$ cat src/rtl/fcs_pkg.sv
// Shared opcodes and state encodings for the flash chunking sequencer.
package fcs_pkg;
    localparam logic [7:0] OP_WREN         = 8'h06;
    localparam logic [7:0] OP_WRDI         = 8'h04;
    localparam logic [7:0] OP_CHIP_ERASE   = 8'hC7;
    localparam logic [7:0] OP_JEDEC_ID     = 8'h9F;
    localparam logic [7:0] OP_RD_STATUS    = 8'h05;
    localparam logic [7:0] OP_WR_STATUS    = 8'h01;
    localparam logic [7:0] OP_LEGACY_ID    = 8'hAB;
    localparam logic [7:0] OP_SECTOR_ERASE = 8'hD8;
    localparam logic [7:0] OP_READ         = 8'h03;
    localparam logic [7:0] OP_FAST_READ    = 8'h0B;
    localparam logic [7:0] OP_PROGRAM      = 8'h02;

    localparam int STATUS_BUSY_BIT = 0;

    typedef enum logic [2:0] {
        S_IDLE, S_DUMMY, S_LOAD, S_ISSUE, S_WAIT, S_DRAIN
    } seq_state_t;

    typedef enum logic [1:0] {
        K_PIECE, K_WREN, K_POLL
    } xfer_kind_t;
endpackage

$ cat src/rtl/fcs_decode.sv
// Opcode decoder: maps an opcode and the requested lengths to the
// byte counts of the whole operation and flags illegal requests.
// Assumes the lengths matter only for the variable-length opcodes.
module fcs_decode
    import fcs_pkg::*;
#(
    parameter int LEN_W = 16
) (
    input  logic [7:0]       op_i,
    input  logic [LEN_W-1:0] wlen_i,
    input  logic [LEN_W-1:0] rlen_i,
    output logic             legal_o,
    output logic             prog_o,
    output logic             fast_o,
    output logic             has_addr_o,
    output logic             zero_addr_o,
    output logic [7:0]       send_op_o,
    output logic [LEN_W-1:0] tot_w_o,
    output logic [LEN_W-1:0] tot_r_o
);
    logic known;

    // Table lookup of per-opcode byte counts.
    always_comb begin
        known       = 1'b1;
        prog_o      = 1'b0;
        fast_o      = 1'b0;
        has_addr_o  = 1'b0;
        zero_addr_o = 1'b0;
        send_op_o   = op_i;
        tot_w_o     = '0;
        tot_r_o     = '0;
        case (op_i)
            OP_WREN, OP_WRDI, OP_CHIP_ERASE: begin
            end
            OP_JEDEC_ID:  tot_r_o = LEN_W'(3);
            OP_RD_STATUS: tot_r_o = LEN_W'(1);
            OP_WR_STATUS: tot_w_o = LEN_W'(1);
            OP_LEGACY_ID: begin
                has_addr_o  = 1'b1;
                zero_addr_o = 1'b1;
                tot_r_o     = LEN_W'(1);
            end
            OP_SECTOR_ERASE: has_addr_o = 1'b1;
            OP_READ: begin
                has_addr_o = 1'b1;
                tot_w_o    = wlen_i;
                tot_r_o    = rlen_i;
            end
            OP_FAST_READ: begin
                has_addr_o = 1'b1;
                fast_o     = 1'b1;
                send_op_o  = OP_READ;
                tot_w_o    = wlen_i;
                tot_r_o    = rlen_i;
            end
            OP_PROGRAM: begin
                has_addr_o = 1'b1;
                prog_o     = 1'b1;
                tot_w_o    = wlen_i;
                tot_r_o    = rlen_i;
            end
            default: known = 1'b0;
        endcase
        legal_o = known && !((tot_w_o != '0) && (tot_r_o != '0));
    end
endmodule

$ cat src/rtl/fcs_tx_pack.sv
// Send-byte packer: collects write-stream bytes into lanes, first byte
// in lane 0. Assumes take is only raised while a lane is still free.
module fcs_tx_pack #(
    parameter int MAX_PIECE = 4,
    localparam int DATA_W = 8 * MAX_PIECE,
    localparam int CNT_W  = $clog2(MAX_PIECE + 1)
) (
    input  logic              clk,
    input  logic              rst_n,
    input  logic              clear,
    input  logic              take,
    input  logic [7:0]        byte_i,
    output logic [DATA_W-1:0] data_o,
    output logic [CNT_W-1:0]  cnt_o
);
    logic [MAX_PIECE-1:0][7:0] lane_q;
    logic [CNT_W-1:0]          cnt_q;

    // Place each taken byte in the next free lane.
    always_ff @(posedge clk) begin
        if (!rst_n || clear) begin
            lane_q <= '0;
            cnt_q  <= '0;
        end else if (take) begin
            for (int i = 0; i < MAX_PIECE; i++) begin
                if (cnt_q == CNT_W'(i)) lane_q[i] <= byte_i;
            end
            cnt_q <= cnt_q + 1'b1;
        end
    end

    assign data_o = lane_q;
    assign cnt_o  = cnt_q;
endmodule

$ cat src/rtl/fcs_rx_drain.sv
// Receive drain: holds the bytes of one finished piece and emits them
// one per cycle, lane 0 first. Assumes load only when empty.
module fcs_rx_drain #(
    parameter int MAX_PIECE = 4,
    localparam int DATA_W = 8 * MAX_PIECE,
    localparam int CNT_W  = $clog2(MAX_PIECE + 1)
) (
    input  logic              clk,
    input  logic              rst_n,
    input  logic              load,
    input  logic [DATA_W-1:0] data_i,
    input  logic [CNT_W-1:0]  cnt_i,
    output logic              valid_o,
    output logic [7:0]        byte_o,
    output logic              empty_o
);
    logic [DATA_W-1:0] buf_q;
    logic [CNT_W-1:0]  cnt_q;

    // Load a piece, then shift one byte out per cycle.
    always_ff @(posedge clk) begin
        if (!rst_n) begin
            buf_q <= '0;
            cnt_q <= '0;
        end else if (load) begin
            buf_q <= data_i;
            cnt_q <= cnt_i;
        end else if (cnt_q != '0) begin
            buf_q <= {8'h00, buf_q[DATA_W-1:8]};
            cnt_q <= cnt_q - 1'b1;
        end
    end

    assign valid_o = (cnt_q != '0);
    assign byte_o  = buf_q[7:0];
    assign empty_o = (cnt_q == '0);
endmodule

$ cat src/rtl/flash_chunk_seq.sv
// Flash chunking sequencer: runs one flash operation as a series of
// engine transactions of at most MAX_PIECE data bytes. Program pieces
// are wrapped in write-enable and busy polling. Assumes the engine
// answers every eng_start with exactly one eng_done pulse.
module flash_chunk_seq
    import fcs_pkg::*;
#(
    parameter int ADDR_W     = 24,
    parameter int LEN_W      = 16,
    parameter int MAX_PIECE  = 4,
    parameter int POLL_LIMIT = 1024,
    localparam int DATA_W = 8 * MAX_PIECE,
    localparam int CNT_W  = $clog2(MAX_PIECE + 1)
) (
    input  logic              clk,
    input  logic              rst_n,
    input  logic              req_valid,
    output logic              req_ready,
    input  logic [7:0]        req_opcode,
    input  logic [ADDR_W-1:0] req_addr,
    input  logic [LEN_W-1:0]  req_wlen,
    input  logic [LEN_W-1:0]  req_rlen,
    output logic              done_o,
    output logic              err_o,
    input  logic              wr_valid,
    output logic              wr_ready,
    input  logic [7:0]        wr_byte,
    output logic              rd_valid,
    output logic [7:0]        rd_byte,
    output logic              eng_start,
    output logic [7:0]        eng_opcode,
    output logic [ADDR_W-1:0] eng_addr,
    output logic [1:0]        eng_addr_cnt,
    output logic [CNT_W-1:0]  eng_tx_cnt,
    output logic [DATA_W-1:0] eng_tx_data,
    output logic [CNT_W-1:0]  eng_rx_cnt,
    input  logic              eng_done,
    input  logic [DATA_W-1:0] eng_rx_data
);
    localparam int POLL_W = $clog2(POLL_LIMIT + 1);

    seq_state_t        state_q;
    xfer_kind_t        kind_q;
    logic [7:0]        op_q;
    logic [ADDR_W-1:0] addr_q;
    logic [1:0]        acnt_q;
    logic              prog_q;
    logic [LEN_W-1:0]  wrem_q;
    logic [LEN_W-1:0]  rrem_q;
    logic [POLL_W-1:0] poll_q;
    logic              done_q;
    logic              err_q;

    logic              dec_legal, dec_prog, dec_fast, dec_has_addr, dec_zero_addr;
    logic [7:0]        dec_op;
    logic [LEN_W-1:0]  dec_w, dec_r;
    logic [CNT_W-1:0]  piece_tx, piece_rx;
    logic [DATA_W-1:0] pk_data;
    logic [CNT_W-1:0]  pk_cnt;
    logic              pk_take, pk_clear;
    logic              dr_load, dr_empty;
    logic              status_busy;

    fcs_decode #(.LEN_W(LEN_W)) u_decode (
        .op_i        (req_opcode),
        .wlen_i      (req_wlen),
        .rlen_i      (req_rlen),
        .legal_o     (dec_legal),
        .prog_o      (dec_prog),
        .fast_o      (dec_fast),
        .has_addr_o  (dec_has_addr),
        .zero_addr_o (dec_zero_addr),
        .send_op_o   (dec_op),
        .tot_w_o     (dec_w),
        .tot_r_o     (dec_r)
    );

    // Size of the current piece from the bytes still owed.
    always_comb begin
        piece_tx = (wrem_q >= LEN_W'(MAX_PIECE)) ? CNT_W'(MAX_PIECE) : wrem_q[CNT_W-1:0];
        piece_rx = (rrem_q >= LEN_W'(MAX_PIECE)) ? CNT_W'(MAX_PIECE) : rrem_q[CNT_W-1:0];
    end

    assign wr_ready = (state_q == S_DUMMY) || ((state_q == S_LOAD) && (pk_cnt < piece_tx));
    assign pk_take  = (state_q == S_LOAD) && wr_valid && wr_ready;
    assign pk_clear = (state_q == S_ISSUE) || (state_q == S_IDLE);
    assign dr_load  = (state_q == S_WAIT) && eng_done && (kind_q == K_PIECE);
    assign status_busy = eng_rx_data[STATUS_BUSY_BIT];

    fcs_tx_pack #(.MAX_PIECE(MAX_PIECE)) u_pack (
        .clk    (clk),
        .rst_n  (rst_n),
        .clear  (pk_clear),
        .take   (pk_take),
        .byte_i (wr_byte),
        .data_o (pk_data),
        .cnt_o  (pk_cnt)
    );

    fcs_rx_drain #(.MAX_PIECE(MAX_PIECE)) u_drain (
        .clk     (clk),
        .rst_n   (rst_n),
        .load    (dr_load),
        .data_i  (eng_rx_data),
        .cnt_i   (piece_rx),
        .valid_o (rd_valid),
        .byte_o  (rd_byte),
        .empty_o (dr_empty)
    );

    // Engine command fields chosen by the kind of transaction in flight.
    always_comb begin
        eng_start    = (state_q == S_ISSUE);
        eng_opcode   = op_q;
        eng_addr     = addr_q;
        eng_addr_cnt = acnt_q;
        eng_tx_cnt   = piece_tx;
        eng_tx_data  = pk_data;
        eng_rx_cnt   = piece_rx;
        if (kind_q == K_WREN) begin
            eng_opcode   = OP_WREN;
            eng_addr     = '0;
            eng_addr_cnt = 2'd0;
            eng_tx_cnt   = '0;
            eng_tx_data  = '0;
            eng_rx_cnt   = '0;
        end else if (kind_q == K_POLL) begin
            eng_opcode   = OP_RD_STATUS;
            eng_addr     = '0;
            eng_addr_cnt = 2'd0;
            eng_tx_cnt   = '0;
            eng_tx_data  = '0;
            eng_rx_cnt   = CNT_W'(1);
        end
    end

    // Main sequencing: accept, gather, issue, wait, drain, poll, finish.
    always_ff @(posedge clk) begin
        if (!rst_n) begin
            state_q <= S_IDLE;
            kind_q  <= K_PIECE;
            op_q    <= '0;
            addr_q  <= '0;
            acnt_q  <= '0;
            prog_q  <= 1'b0;
            wrem_q  <= '0;
            rrem_q  <= '0;
            poll_q  <= '0;
            done_q  <= 1'b0;
            err_q   <= 1'b0;
        end else begin
            done_q <= 1'b0;
            err_q  <= 1'b0;
            case (state_q)
                S_IDLE: begin
                    if (req_valid) begin
                        if (!dec_legal) begin
                            done_q <= 1'b1;
                            err_q  <= 1'b1;
                        end else begin
                            op_q   <= dec_op;
                            addr_q <= dec_zero_addr ? '0 : req_addr;
                            acnt_q <= dec_has_addr ? 2'd3 : 2'd0;
                            prog_q <= dec_prog;
                            wrem_q <= dec_w;
                            rrem_q <= dec_r;
                            if (dec_fast) begin
                                state_q <= S_DUMMY;
                            end else if (dec_prog) begin
                                kind_q  <= K_WREN;
                                state_q <= S_ISSUE;
                            end else begin
                                state_q <= S_LOAD;
                            end
                        end
                    end
                end
                S_DUMMY: begin
                    if (wr_valid) state_q <= S_LOAD;
                end
                S_LOAD: begin
                    if (pk_cnt == piece_tx) begin
                        kind_q  <= K_PIECE;
                        state_q <= S_ISSUE;
                    end
                end
                S_ISSUE: state_q <= S_WAIT;
                S_WAIT: begin
                    if (eng_done) begin
                        case (kind_q)
                            K_WREN: state_q <= S_LOAD;
                            K_POLL: begin
                                if (!status_busy) begin
                                    if (wrem_q == '0) begin
                                        done_q  <= 1'b1;
                                        state_q <= S_IDLE;
                                    end else begin
                                        kind_q  <= K_WREN;
                                        state_q <= S_ISSUE;
                                    end
                                end else if (poll_q == POLL_W'(POLL_LIMIT - 1)) begin
                                    done_q  <= 1'b1;
                                    err_q   <= 1'b1;
                                    state_q <= S_IDLE;
                                end else begin
                                    poll_q  <= poll_q + 1'b1;
                                    state_q <= S_ISSUE;
                                end
                            end
                            default: begin
                                wrem_q  <= wrem_q - LEN_W'(piece_tx);
                                rrem_q  <= rrem_q - LEN_W'(piece_rx);
                                addr_q  <= addr_q + ADDR_W'(piece_tx) + ADDR_W'(piece_rx);
                                state_q <= S_DRAIN;
                            end
                        endcase
                    end
                end
                S_DRAIN: begin
                    if (dr_empty) begin
                        if (prog_q) begin
                            poll_q  <= '0;
                            kind_q  <= K_POLL;
                            state_q <= S_ISSUE;
                        end else if ((wrem_q == '0) && (rrem_q == '0)) begin
                            done_q  <= 1'b1;
                            state_q <= S_IDLE;
                        end else begin
                            state_q <= S_LOAD;
                        end
                    end
                end
                default: state_q <= S_IDLE;
            endcase
        end
    end

    assign req_ready = (state_q == S_IDLE);
    assign done_o    = done_q;
    assign err_o     = err_q;
endmodule

$ cat config.mk
export PLATFORM = sky130hd
export DESIGN_NAME = flash_chunk_seq
export DESIGN_NICKNAME = d
export VERILOG_FILES = /design/src/rtl/fcs_pkg.sv /design/src/rtl/fcs_decode.sv /design/src/rtl/fcs_tx_pack.sv /design/src/rtl/fcs_rx_drain.sv /design/src/rtl/flash_chunk_seq.sv
export SDC_FILE = /design/constraint.sdc
export NUM_CORES = 1
export LEC_CHECK = 0
export BUFFER_PORTS_ARGS = -buffer_cell sky130_fd_sc_hd__buf_2
export CAP_MARGIN = 0
export CORE_ASPECT_RATIO = 1.25
export CORE_UTILIZATION = 56
export DETAILED_ROUTE_END_ITERATION = 10
export GPL_ROUTABILITY_DRIVEN = 1
export GPL_TIMING_DRIVEN = 0
export HOLD_SLACK_MARGIN = 0.15
export PLACE_DENSITY_LB_ADDON = 0.08
export SLEW_MARGIN = 20
export SYNTH_ARGS = -nofsm -noshare
export SYNTH_HDL_FRONTEND = slang
export SYNTH_HIERARCHICAL = 1
export SYNTH_SLANG_ARGS = --single-unit
$ cat constraint.sdc
create_clock -name clk -period 5.6 [get_ports clk]
set_input_delay 1.12 -clock clk [delete_from_list [all_inputs] [get_ports clk]]
set_output_delay 1.12 -clock clk [all_outputs]
set_load 0.1 [all_outputs]
# Word-level counts from Yosys, hierarchy flattened
# Index checks and enable logic that the tools add are counted.
# word_totals
ff_bits	155
inputBits	109
word_cells	198
# classes
addsub	7
n_reduce_logical	40
n_eq_ne	38
n_mux	92
n_lt_le_gt_ge	3
# op_table
cell	count
24-bit two-way mux	7
16-bit two-way mux	8
32-bit two-way mux	4
16-bit one-hot mux with 2 select lines	3
11-bit two-way mux	6
24-bit by 3-bit adder with 24-bit output	2
16-bit one-hot mux with 3 select lines	1
24-bit one-hot mux with 2 select lines	1
3-bit two-way mux	15
2-bit two-way mux	19
8-bit == test (second input constant)	4
16-bit by 3-bit >= comparator with 1-bit output (second input constant)	2
16-bit logical NOT	2
16-bit nonzero test	2
16-bit by 3-bit subtractor with 16-bit output	2
8-bit by 3-bit == test with 1-bit output (second input constant)	3
8-bit two-way mux	3
2-bit inequality test (second input constant)	11
11-bit one-hot mux with 2 select lines	1
1-bit two-way mux	19
3-bit one-hot mux with 6 select lines	1
8-bit by 2-bit == test with 1-bit output (second input constant)	2
3-bit by 2-bit == test with 1-bit output (second input constant)	4
12-bit AND reduction	1
34 further kinds	57

# Longest topological paths before layout
# Gate-level depths: netlist of run 1.
# depth
depth_word	10
ltp_mapped	16
ltp_nobuf	14

# Hierarchy
# The synthesis of run 1 kept the hierarchy.
# by_module_without_submodules
mod	instances	seq_area_each_um2	cells_each	area_each_um2
flash_chunk_seq	1	1681.6	795	5866.9
fcs_tx_pack	1	700.7	151	1617.8
fcs_rx_drain	1	700.7	197	1569.0
fcs_decode	1	0.0	84	538.0

# Worst setup path after synthesis of run 1
# Ideal clock, no wire load.
# synth_timing
kind	register -> output
start	register wrem_q[8]
end	output wr_ready
arrival_ps	3829
stages_incl_launch_ff	11
path_slack_ps	651
path_buffers	1
path_cell_list	dfxtp_1 -> buf_2 -> or4_1 -> or2_2 -> nor2_2 -> nand2_1 -> ha_1 -> nor2b_1 -> o21ai_0 -> nand3_1 -> a21oi_1
# synth_between
elab_chain_len	5
# synth_rtl
element	line	rtl
from (decl)	flash_chunk_seq.sv:48	logic [LEN_W-1:0] wrem_q;
from (signal assigned)	flash_chunk_seq.sv:165	wrem_q <= dec_w;
from (signal assigned)	flash_chunk_seq.sv:211	wrem_q <= wrem_q - LEN_W'(piece_tx);
16-bit by 3-bit >= comparator with 1-bit output	flash_chunk_seq.sv:80	piece_tx = (wrem_q >= LEN_W'(MAX_PIECE)) ? CNT_W'(MAX_PIECE) : wrem_q[CNT_W-1:0];
3-bit two-way mux	flash_chunk_seq.sv:80	
3-bit < comparator	flash_chunk_seq.sv:84	assign wr_ready = (state_q == S_DUMMY) || ((state_q == S_LOAD) && (pk_cnt < piece_tx));
1-bit logical AND	flash_chunk_seq.sv:84	
1-bit logical OR	flash_chunk_seq.sv:84	
to (decl)	flash_chunk_seq.sv:26	output logic wr_ready,
# No other way between the ends.

# Final worst setup path of run 1
# Same ends and word-level chain as after synthesis.

==> results of run 1 <==
==> synth_stat cells, types with 13 or more instances <==
master	count	area, sq um
a211oi_1	13	97.6
a21oi_1	79	395
a31oi_1	37	231
and2_1	92	576
buf_4	13	97.6
clkbuf_1	70	263
dfxtp_1	154	3080
ha_1	19	238
inv_1	31	116
mux2i_1	28	280
nand2_1	141	529
nand3_1	50	250
nand3b_1	38	285
nor2_1	67	251
nor3_1	35	175
nor4_1	19	119
o21ai_0	61	305
or3_1	13	81.3
or4_1	14	105
==> metal layers <==
metal,share of wire,track usage,vias to the layer above
met5,0,0,-
met4,0.063,0.237,0
met3,0.070,0.0514,128
met2,0.48,0.609,506
met1,0.39,0.409,4765
li1,-,-,4889
==> registers in the layout, indices dropped and copies added (netlist names), 2 cells and up <==
register	count
addr_q	24
kind_q	2
u_pack/data_o	32
state_q	3
op_q	8
u_pack/cnt_o	3
rrem_q	16
wrem_q	16
poll_q	11
u_drain/cnt_q	3
u_drain/buf_q	32
==> power by group through the flow <==
stage	clock network, W	registers, W	logic, W
6_report	0.00122	0.00113	0.000598
5_1_grt	0.00126	0.00113	0.000643
4_1_cts	0.00122	0.00113	0.000595
3_5_place_dp	0	0.00115	0.000594
3_3_place_gp	0	0.00115	0.000591
2_1_floorplan	0	0.00116	0.000422
==> cell families after synthesis <==
family / Yosys count
AND/OR/NAND/NOR: 545
AO/OA/AOI/OAI: 327
flip-flops: 154
buffers and inverters: 144
multiplexers: 29
adder cells (fa/ha/maj): 23
XOR/XNOR: 4
other: 1
==> cell type report <==
cell class	count	area (sq um)	share of cell area
Antenna cell	1	2.50	0.000218
Buffer	111	572	0.0499
Clock buffer	18	439	0.0383
Clock inverter	14	176	0.0154
Inverter	33	129	0.0112
Multi-Input combinational cell	930	5820	0.508
Sequential cell	154	3080	0.269
Tap cell	220	275	0.0240
Timing Repair Buffer	193	966	0.0843
==> metrics by stage <==
stage               total power (W)  std cells
finish                      0.00294       1674
global route                0.00303       1674
CTS                         0.00294       1673
detailed placement          0.00175       1641
global placement            0.00174       1641
floorplan                   0.00158       1228
==> critical path: stages, from the launching register on <==
cell and delay [ns]:
dfxtp_1 0.30, buf_2 0.15, or4_1 0.65, or2_2 0.39, nor2_2 0.32, nand2_1 0.18, ha_1 0.31, nor2b_1 0.13
o21ai_0 0.13, nand3_1 0.09, a21oi_1 0.28, buf_2 0.49
==> final timing paths <==
path	to	cells past startpoint	startpoint	slack [ns]
min	op_q[3]	2	op_q[3]	0.46
max	wr_ready	11	wrem_q[8]	0.62
max reg2reg	addr_q[19]	15	wrem_q[8]	0.68
min reg2reg	op_q[3]	2	op_q[3]	0.46
==> impl_metrics.py, run 1 <==
metrics = {
    "sta": {
        "worst_hold_slack_ns": 0.458,
        "setup_viol": 0,
        "period_minus_slack_ns": 4.98,
        "rsz0062_at_grt": "no",
        "relSlewSlack": 0.373,
        "slew_violations": 0,
        "fin_crit_sh": 0.890,
        "hold_viol_final": 0,
        "finalClockSkew_ns": 0.0162,
        "tns_ns": 0,
        "tightest_slew_ns": 0.934,
        "fin_ws_ns": 0.616,
        "max_freq_mhz": 201,
    },
    "layout": {
        "final_nets": 1572,
        "layout_common_cells": "buf_2, dfxtp_1, nand2_1, and2_1, a21oi_1",
        "fin_area_sq_um": 11500,
        "area_growth_syn_to_layout_pct": 19.5,
        "fin_util": 0.683,
        "fill_cells": 1507,
        "mostFrequentLayoutCell": "buf_2",
        "layout-drive-gt1-share": 0.210,
    },
    "synthesis": {
        "ys_types": 94,
        "synth-seq-area-share": 0.321,
        "synth.area.mux_share": 0.0304,
        "synth_flop_cell": "dfxtp_1",
        "async_flop_share": 0,
        "synthSimpleGateAreaFrac": 0.310,
        "syn-cell-area_sq_um": 9590,
        "yosys.area_share.adder": 0.0331,
        "synth_edf_count": 0,
        "ys_seq_elements": 154,
        "synthXorXnorAreaFrac": 0.00365,
        "synth_cells": 1227,
        "synth_compound_area_frac": 0.228,
        "synth_top_family_by_area": "simple AND/OR/NAND/NOR gates",
        "syn_area_per_cell_sq_um": 7.82,
        "synth_warnings": 6,
    },
    "setup_path": {
        "crit_type": "flip-flop to output pin",
        "arrival_ns": 3.86,
        "cp-start-kind": "flip-flop",
        "critPathRequiredTime_ns": 4.48,
        "cp_max_fo": 9,
        "end_kind": "output pin",
    },
    "outcome": {
        "status": "complete, no violations",
    },
    "placed_design": {
        "portBuffers": 193,
        "dp_worst_setup_slack_ns": 0.519,
        "dp_hpwl_microns": 23500,
        "globalplace.congestion": 0.988,
        "place_area_sq_um": 10800,
    },
    "pwr": {
        "p_leak_nw": 4.65,
        "peakVddDrop_v": 0.000175,
        "sw_frac_of_total": 0.324,
        "pwr-share-comb": 0.203,
        "power.density_nw_per_um2": 257,
        "power_frac_clock": 0.413,
        "netSwitchingPower_w": 0.000954,
        "power.internal_w": 0.00199,
        "power.share.sequential": 0.384,
    },
    "detailed_routing": {
        "dr.pass1.iters": 5,
        "via_per_inst": 6.15,
        "drc_errors": 0,
        "wire_per_inst_microns": 19.0,
        "vias": 10300,
        "drt_iter0_markers": 870,
        "routed_wirelength_microns": 31700,
        "ant_nets": 0,
    },
    "clocking": {
        "cts_sinks": 154,
        "cts_resized": 0,
        "clk_pin_slew_ns": 0.06,
        "cts_buffer_depth": 2,
        "cts_root_buf": "clkbuf_16",
        "worstSkewPairLatency_ns": 0.44,
        "post_cts_buffers": 0,
        "cts_tree": "yes",
        "htree_levels": 4,
        "numCtsBuffers": 17,
        "hold_buffers": 0,
    },
    "floorplan": {
        "rows": 53,
        "start_util": 0.572,
        "dieArea_sq_um": 17700,
        "core_area_sq_um": 16800,
        "io_pins": 195,
        "die_h_microns": 148,
        "die_w_microns": 119,
    },
    "grt": {
        "grt_overflow_total": 0,
        "grt_pass1_vias": 9548,
        "grt_pass1_wl_microns": 48900,
        "antenna_found_initial": 1,
        "grt_max_degree": 17,
        "grt.total_usage": 0.355,
    },
    "flow_run": {
        "drv_cap": 0,
    },
    "hold_path": {
        "hold_path.class": "flip-flop to flip-flop",
    },
}
(Power assumes the default switching activity.)
==> run 2: changes to the inputs <==
CORE_UTILIZATION = 55   (was 56)
SKIP_LAST_GASP = 1   (was default)
SYNTH_HIERARCHICAL = default   (was 1)
==> run 2 against run 1 <==
  * Flip-flop and latch count unchanged
  * Critical path depth is 1 higher
  * Register-to-register slack got worse by 0.06 ns
  * Clock skew decreased by 0.0039 ns
  * Global-route usage fell by 0.50 points
  * Non-clock buffer count is 20 lower
  * Clock power grew 4%
  * Utilization down 0.80 points
  * Hold slack better by 0.0084 ns
  * Clock-buffer cell count stayed put
  * Die area is 4.1% lower
  * Design area decreased by 5.0%
  * Critical path type unchanged
  * Critical endpoint unchanged
  * Largest power group unchanged
  * Highest routed layer unchanged
==> impl_metrics.py, run 2 <==
metrics = {
    "synthesis": {
        "ys_top_cells_by_count": "dfxtp_1, nand2_1, nor2_1",
        "synth_compound_area_frac": 0.216,
        "synth_top_family_by_area": "simple AND/OR/NAND/NOR gates",
        "synth_warnings": 0,
        "synth_top_area_frac": 0.342,
        "ys_top_cells_by_area": "dfxtp_1, nand2_1, nor2_1, a21oi_1, and2_1",
        "synth_cells": 1157,
        "syn_area_per_cell_sq_um": 7.80,
        "synth.area.mux_share": 0.0412,
        "ys_seq_elements": 154,
        "syn-cell-area_sq_um": 9020,
        "synth_flop_cell": "dfxtp_1",
        "synth_area_leader_cell": "dfxtp_1",
        "synthXorXnorAreaFrac": 0.0175,
        "async_flop_share": 0,
        "yosysMostFrequentCell": "dfxtp_1",
        "synthSimpleGateAreaFrac": 0.282,
        "synth-seq-area-share": 0.342,
        "yosys.area_share.adder": 0.0352,
        "ys_types": 85,
        "synth_edf_count": 0,
    },
    "sta": {
        "max_freq_mhz": 190,
        "slew_violations": 0,
        "setup_viol": 0,
        "finalClockSkew_ns": 0.0123,
        "fin_crit_sh": 0.938,
        "hold_viol_final": 0,
        "tns_ns": 0,
        "tightest_slew_ns": 0.933,
        "period_minus_slack_ns": 5.25,
        "relSlewSlack": 0.375,
        "rsz0062_at_grt": "no",
    },
    "clocking": {
        "worstSkewPairLatency_ns": 0.44,
        "post_cts_buffers": 0,
        "cts_resized": 0,
        "cts_tree": "yes",
        "hold_buffers": 0,
        "numCtsBuffers": 17,
        "cts_sinks": 154,
        "htree_levels": 4,
        "cts_buffer_depth": 2,
        "clk_pin_slew_ns": 0.07,
        "cts_root_buf": "clkbuf_16",
    },
    "layout": {
        "mostFrequentLayoutCell": "buf_2",
        "num_antenna_cells": 0,
        "area_growth_syn_to_layout_pct": 20.7,
        "layout-drive-gt1-share": 0.217,
        "ff_latch_area_sq_um": 3080,
        "multi_input_area_sq_um": 5350,
        "final_cells": 1597,
        "fill_cells": 1497,
        "layout_common_cells": "buf_2, dfxtp_1, nand2_1, nor2_1, a21oi_1",
        "final_nets": 1500,
    },
    "setup_path": {
        "crit_start": "wrem_q[3]",
        "r2r_cells": 18,
        "cp_max_fo": 8,
        "arrival_ns": 4.13,
        "end_kind": "output pin",
        "cp-start-kind": "flip-flop",
        "crit_type": "flip-flop to output pin",
        "critPathRequiredTime_ns": 4.48,
        "rr_startpoint": "wrem_q[3]",
    },
    "detailed_routing": {
        "vias": 9733,
        "via_per_inst": 6.09,
        "drc_errors": 0,
        "routed_wirelength_microns": 29500,
        "dr.pass1.iters": 5,
        "ant_nets": 0,
        "wire_per_inst_microns": 18.5,
        "drt_iter0_markers": 867,
    },
    "floorplan": {
        "core_area_sq_um": 16100,
        "die_w_microns": 117,
        "start_util": 0.559,
        "rows": 52,
        "io_pins": 195,
        "die_h_microns": 145,
        "dieArea_sq_um": 16900,
    },
    "grt": {
        "antenna_found_initial": 0,
        "grt_max_degree": 17,
        "grt_pass1_vias": 8801,
        "grt_pass1_wl_microns": 45600,
        "grt.total_usage": 0.350,
        "grt_overflow_total": 0,
    },
    "placed_design": {
        "dp_hpwl_microns": 21200,
        "dp_cells": 1565,
        "portBuffers": 191,
        "globalplace.congestion": 0.966,
    },
    "outcome": {
        "status": "complete, no violations",
    },
    "hold_path": {
        "hold_path.class": "flip-flop to flip-flop",
        "holdCritStartpoint": "u_drain.buf_q[24]",
        "hold_depth": 2,
    },
    "pwr": {
        "peakVddDrop_v": 0.000151,
        "power.density_nw_per_um2": 267,
        "p_leak_nw": 4.62,
    },
    "flow_run": {
        "drv_cap": 0,
    },
}
-- run 2: cell families after synthesis --
kind of cell,Yosys count
xor+xnor,18
fa+ha+maj,23
buf+inv,122
flops,154
compound gates,287
simple gates,515
other cells,1
mux,37
-- run 2: area by class of cell --
type / count / share of cell area
Timing Repair Buffer: 191 / 0.0878
Sequential cell: 154 / 0.283
Clock buffer: 18 / 0.0394
Buffer: 93 / 0.0446
Clock inverter: 14 / 0.0191
Multi-Input combinational cell: 882 / 0.491
Inverter: 29 / 0.00999
Tap cell: 216 / 0.0248
-- run 2: power breakdown --
part	total, W	internal (W)	switching (W)	leakage (nW)
Combinational	0.000504	0.000131	0.000373	3.07
Clock	0.00127	0.000759	0.000512	0.305
Sequential	0.00113	0.00111	0.0000148	1.24
-- run 2: metal layers --
| layer | share of wire | global-route usage |
|---|---|---|
| met1 | 0.39 | 0.433 |
| met2 | 0.49 | 0.578 |
| met3 | 0.083 | 0.0639 |
| met4 | 0.046 | 0.165 |
| met5 | 0 | 0 |
-- run 2: per-stage QoR --
| step | utilization | hold slack (ns) | area, sq um | total power [W] | worst slack (ns) |
|---|---|---|---|---|---|
| global placement | 0.636 | 0.454 | 10300 | 0.00165 | 0.931 |
| global route | 0.675 | 0.486 | 10900 | 0.00299 | 0.133 |
| finish | 0.675 | 0.467 | 10900 | 0.00290 | 0.346 |
| detailed placement | 0.636 | 0.459 | 10300 | 0.00165 | 0.790 |
| floorplan | - | 0.440 | 9030 | 0.00150 | 0.669 |
| CTS | 0.675 | 0.468 | 10900 | 0.00290 | 0.462 |
-- run 2: path summary, 6_finish.rpt --
| check | end | slack (ns) |
|---|---|---|
| worst max register to register | addr_q[23] | 0.62 |
| worst min-delay path | u_drain.buf_q[24] | 0.47 |
| worst max-delay path | wr_ready | 0.35 |
| worst min register to register | u_drain.buf_q[24] | 0.47 |
-- run 2: worst max-delay path: stages (launching register included) --
cell and delay (ns):
dfxtp_1 0.30, buf_2 0.15, or4_4 0.58, nor4_4 0.45
nand2_1 0.14, nor2_1 0.45, nand2_1 0.24, ha_1 0.34
nor2b_1 0.13, o21ai_0 0.17, a31oi_1 0.14, nor2_1 0.15
buf_2 0.45
